## src/rtl/rx_dest_filter.sv

```systemverilog
module rx_dest_filter #(
  parameter int ADDR_BYTES = 6,
  parameter int MIN_LEN    = 64,
  parameter int LEN_W      = 16,
  parameter int STA_BASE   = 8,
  parameter int MODE_OFF   = 0
) (
  input  logic             clk,
  input  logic             rst_n,
  input  logic             reg_we,
  input  logic [3:0]       reg_addr,
  input  logic [7:0]       reg_wdata,
  output logic [7:0]       reg_rdata,
  input  logic             rx_valid,
  input  logic             rx_sof,
  input  logic             rx_eof,
  input  logic [7:0]       rx_byte,
  input  logic [LEN_W-1:0] rx_len,
  input  logic             rx_err,
  output logic             dec_valid,
  output logic             dec_accept,
  output logic             dec_runt
);
  localparam int IDX_W = $clog2(ADDR_BYTES + 1);
  localparam logic [7:0] MODE_MASK = 8'h9F;
  localparam logic [IDX_W-1:0] IDX_FULL = IDX_W'(ADDR_BYTES);

  logic [7:0] sta [ADDR_BYTES];
  logic [7:0] mode_q;
  logic [7:0] dst [ADDR_BYTES];
  logic [7:0] dst_n [ADDR_BYTES];
  logic [IDX_W-1:0] idx, pos, idx_n;
  logic uc_hit, bc_hit, mc_hit, have_addr, runt, hit, fire;

  always_ff @(posedge clk) begin
    if (!rst_n) begin
      mode_q <= '0;
      for (int i = 0; i < ADDR_BYTES; i++) sta[i] <= '0;
    end else if (reg_we) begin
      if (reg_addr == 4'(MODE_OFF)) mode_q <= reg_wdata & MODE_MASK;
      for (int i = 0; i < ADDR_BYTES; i++)
        if (reg_addr == 4'(STA_BASE + i)) sta[i] <= reg_wdata;
    end
  end

  always_comb begin
    reg_rdata = (reg_addr == 4'(MODE_OFF)) ? mode_q : 8'h00;
    for (int i = 0; i < ADDR_BYTES; i++)
      if (reg_addr == 4'(STA_BASE + i)) reg_rdata = sta[i];
  end

  assign pos   = rx_sof ? '0 : idx;
  assign idx_n = (pos == IDX_FULL) ? pos : pos + 1'b1;

  always_comb begin
    for (int i = 0; i < ADDR_BYTES; i++)
      dst_n[i] = (rx_valid && pos == IDX_W'(i)) ? rx_byte : dst[i];
    uc_hit = 1'b1;
    bc_hit = 1'b1;
    for (int i = 0; i < ADDR_BYTES; i++) begin
      if (i < ADDR_BYTES - 1 || !mode_q[4])
        uc_hit = uc_hit & (dst_n[i] == sta[i]);
      bc_hit = bc_hit & (dst_n[i] == 8'hFF);
    end
  end

  assign mc_hit    = dst_n[0][0];
  assign have_addr = (idx_n == IDX_FULL);
  assign runt      = rx_len < LEN_W'(MIN_LEN);
  assign fire      = rx_valid && rx_eof;

  always_comb begin
    case (mode_q[1:0])
      2'b00:   hit = 1'b0;
      2'b01:   hit = have_addr && (uc_hit || bc_hit);
      2'b10:   hit = have_addr && (uc_hit || bc_hit || mc_hit);
      default: hit = 1'b1;
    endcase
  end

  always_ff @(posedge clk) begin
    if (!rst_n) begin
      idx        <= '0;
      dec_valid  <= 1'b0;
      dec_accept <= 1'b0;
      dec_runt   <= 1'b0;
      for (int i = 0; i < ADDR_BYTES; i++) dst[i] <= '0;
    end else begin
      if (rx_valid) begin
        idx <= idx_n;
        for (int i = 0; i < ADDR_BYTES; i++) dst[i] <= dst_n[i];
      end
      dec_valid  <= fire;
      dec_accept <= fire && hit && !rx_err && !(runt && !mode_q[3]);
      dec_runt   <= fire && runt && !mode_q[3];
    end
  end

  AST_PULSE_TIMING: assert property (@(posedge clk) disable iff (!rst_n)
    dec_valid == $past(rx_valid && rx_eof));
  AST_QUIET_OUTSIDE: assert property (@(posedge clk) disable iff (!rst_n)
    !dec_valid |-> !dec_accept && !dec_runt);
  AST_RUNT_DROPS: assert property (@(posedge clk) disable iff (!rst_n)
    dec_runt |-> !dec_accept);
  AST_ERR_DROPS: assert property (@(posedge clk) disable iff (!rst_n)
    $past(rx_valid && rx_eof && rx_err) |-> !dec_accept);
  AST_NONE_LEVEL: assert property (@(posedge clk) disable iff (!rst_n)
    $past(mode_q[1:0] == 2'b00) |-> !dec_accept);
endmodule

```

## config.mk

```make
export PLATFORM = sky130hd
export DESIGN_NAME = rx_dest_filter
export DESIGN_NICKNAME = d
export VERILOG_FILES = /design/src/rtl/rx_dest_filter.sv
export SDC_FILE = /design/constraint.sdc
export NUM_CORES = 1
export LEC_CHECK = 0
export ABC_CLOCK_PERIOD_IN_PS = 4000
export BUFFER_PORTS_ARGS = -buffer_cell sky130_fd_sc_hd__buf_4
export CAP_MARGIN = 30
export CORE_MARGIN = 4
export CORE_UTILIZATION = 47
export CTS_CLUSTER_DIAMETER = 200
export DETAILED_ROUTE_END_ITERATION = 7
export GPL_ROUTABILITY_DRIVEN = 0
export GPL_TIMING_DRIVEN = 0
export PLACE_DENSITY = 0.73
export SLEW_MARGIN = 20
export SYNTH_ARGS = -nofsm -noshare
export SYNTH_HDL_FRONTEND = slang
export SYNTH_SLANG_ARGS = --single-unit
```

## constraint.sdc

```tcl
create_clock -name clk -period 4 [get_ports clk]
set_input_delay 0.4 -clock clk [delete_from_list [all_inputs] [get_ports clk]]
set_output_delay 0.4 -clock clk [all_outputs]
set_load 0.01 [all_outputs]
```

==> impl_metrics.yaml <==
final_layout:
  diodes: 0
  areaGrowthSynthToFinish_pct: 13.9
  nNetsFinal: 761
  stdcell_area_um2: 7270
  layout-drive-gt1-share_pct: 11.4
job:
  drv_cap: 0
yosys:
  yosysUniqueCellTypes: 57
  syn-num-nets: 702
  synth_top_area_share_pct: 45.2
  netlist_area_um2: 6380
  synth_ff_type: "edfxtp_1"
  yosysWarnings: 0
  synth-seq-cells: 108
  synth_common_cells: "edfxtp_1, nor2_1, nand2_1"
  synth-edff-count: 96
  yosysSeqAreaShare_pct: 48.9
  synth_area_leaders: "edfxtp_1, mux2i_1, and2_1"
  synth-async-reset-ratio_pct: 0
  syn_avg_cell_area_um2: 9.74
  synth.most_common_cell: "edfxtp_1"
  synthCells: 655
  synth_top_area_cell: "edfxtp_1"
drt:
  drt-vias-per-instance: 6.29
  drt-total-wl_um: 19800
  first_iter_violations: 810
  wl_per_cell_um: 22.1
  dr_total_vias: 5627
  drt-pass1-iter-count: 6
  detail-route-antenna-nets: 0
  drc: 0
grt:
  grt_start_max_net_pins: 49
  grt_overflow: 0
  grt_pass1_vias: 5407
  antenna_found_initial: 0
  grt_pass1_wl_um: 30300
  grt_usage_pct: 25.3
worst_setup_path:
  crit_family: "compound AO/OA/AOI/OAI gates"
  cp-start-kind: "flop"
  path_cells: "nand2b_1, nor2_1, ha_1, and2_1, o21ai_0, a21oi_1, a22oi_1, a2111oi_0, nand4_1, o31ai_1"
  path_buf_inv: 0
  cp_max_fo: 6
  cp.arrival_ns: 3.12
  cp_slowest_cell: "a2111oi_0"
  max_stage_delay_ns: 0.56
  end_kind: "flop"
  worstPathRequired_ns: 4.21
  crit_type: "flop to flop"
timing:
  worst_pin_slew_ns: 0.954
  slew_headroom_pct: 35.9
  tns_ns: 0
  finalMaxSlewViolations: 0
  setup_violations: 0
  period_share_pct: 72.8
  min_period_ns: 2.91
  fin_skew_ns: 0.00654
  fmax_mhz: 343
  rsz0062_at_grt: "false"
  report.final.hold_viol_count: 0
clock_network:
  cts.path.max_buffers: 2
  post_cts_buffers: 0
  holdBufCountCts: 0
  cts_tree: "yes"
  cts-root-buf: "clkbuf_16"
  cts-htree-levels: 3
  cts.sinks: 108
  cts.repair.resized: 0
  numCtsBuffers: 9
  clk_latency_ns: 0.36
  clk_pin_slew_ns: 0.07
die:
  dieArea_um2: 15500
  design.core.area_um2: 13300
  pin_count: 54
  initial_core_util_pct: 48.0
  die_h_um: 125
  die_x_um: 125
  rows: 42
pwr:
  total_power_mw: 2.67
  ir_drop_uv: 222
  p_leak_nw: 2.75
  power_density_nw_per_um2: 367
min_path:
  hp-class: "primary input to flop"
placement:
  dp_hpwl_um: 14600
  io_buffers: 44
  placed_cell_area_um2: 6940
run_status:
  status: "finished, final reports clean"
[cell families (layout without fill, tap and decap cells)]
family          Yosys count  count (layout)  synth area share (%)
compound gates          130             130                  13.0
xor+xnor                 46              46                  6.31
fa+ha+maj                 4               4                 0.784
buf+inv                  63             127                  3.84
flops                   108             108                  48.9
mux                      42              42                  6.67
simple gates            262             262                  20.5
[tightest hold or removal path, delay by kind of cell]
kind,cells,cell delay (ns)
buffers and inverters,1,0.07
and+or+nand+nor,3,0.15
[through the flow]
stage / hold slack (ns) / setup WS, ns / std cells / utilization, %
detailed placement: 0.508 / 1.00 / 876 / 52.2
CTS: 0.312 / 1.15 / 892 / 54.5
floorplan: 0.460 / 1.77 / 655 / -
global route: 0.333 / 0.896 / 895 / 54.7
global placement: 0.493 / 1.02 / 875 / 52.1
finish: 0.318 / 1.09 / 895 / 54.7
[cell type report]
| cell class | instances | area, um2 |
|---|---|---|
| clock inverter | 6 | 77.6 |
| inverter | 32 | 120 |
| tap | 176 | 220 |
| clock buffer | 10 | 229 |
| sequential | 108 | 3120 |
| timing repair buffer | 48 | 353 |
| multi-input combinational | 484 | 3020 |
| buffer | 31 | 125 |
| fill | 1140 | 6030 |
[state kept, by name, summed over array words and instances, names as in the netlist]
signal	count
sta	48
dec_accept	1
dec_runt	1
idx	3
dec_valid	1
dst	48
mode_q	6
[layer usage]
metal / up-vias / global-route usage, % / share of wire, %
li1: 2498 / - / -
met2: 399 / 38.2 / 44
met1: 2648 / 34.1 / 38
met4: 0 / 14.2 / 5.4
met3: 82 / 4.85 / 12
met5: - / 0 / 0
[power breakdown]
| group | internal [mW] | switching (mW) | total (mW) |
|---|---|---|---|
| registers | 1.30 | 0.0822 | 1.38 |
| logic | 0.137 | 0.210 | 0.347 |
| clock network | 0.500 | 0.441 | 0.941 |
[placed cells by master (no fill, tap or decap), types with 3 or more instances in the layout]
cell,Yosys,layout
and2_1,50,50
a2111oi_0,3,3
a221o_1,3,3
dfxtp_1,12,12
nand2b_1,4,3
xor2_1,25,25
nand4_1,14,14
clkbuf_1,20,21
a21oi_1,49,49
nor2b_1,3,3
nand3_1,16,16
xnor2_1,21,21
o21ai_0,21,20
o211ai_1,4,4
o221ai_1,8,8
nor2_1,75,75
nor3_1,6,6
edfxtp_1,96,96
a22oi_1,5,5
a211oi_1,3,3
nor4_1,10,10
mux2_2,4,4
buf_2,7,9
ha_1,4,4
nand4b_1,4,4
mux2i_1,38,38
a221oi_1,7,7
buf_1,4,4
clkbuf_16,0,9
buf_4,0,44
and3_1,5,5
nand2_1,62,62
o22ai_1,10,10
inv_1,30,30
a31oi_1,3,3
[worst paths after layout]
path | depth (start not counted) | slack [ns] | to | from
min reg2reg | 2 | 0.52 | mode_q[7]$_SDFFE_PN0P_ | mode_q[7]$_SDFFE_PN0P_
max reg2reg | 10 | 1.09 | dec_accept$_SDFF_PN0_ | idx[1]$_SDFFE_PN0P_
max | 10 | 1.09 | dec_accept$_SDFF_PN0_ | idx[1]$_SDFFE_PN0P_
min | 4 | 0.32 | dec_runt$_SDFF_PN0_ | rx_len[13]
(Power assumes the default switching activity.)
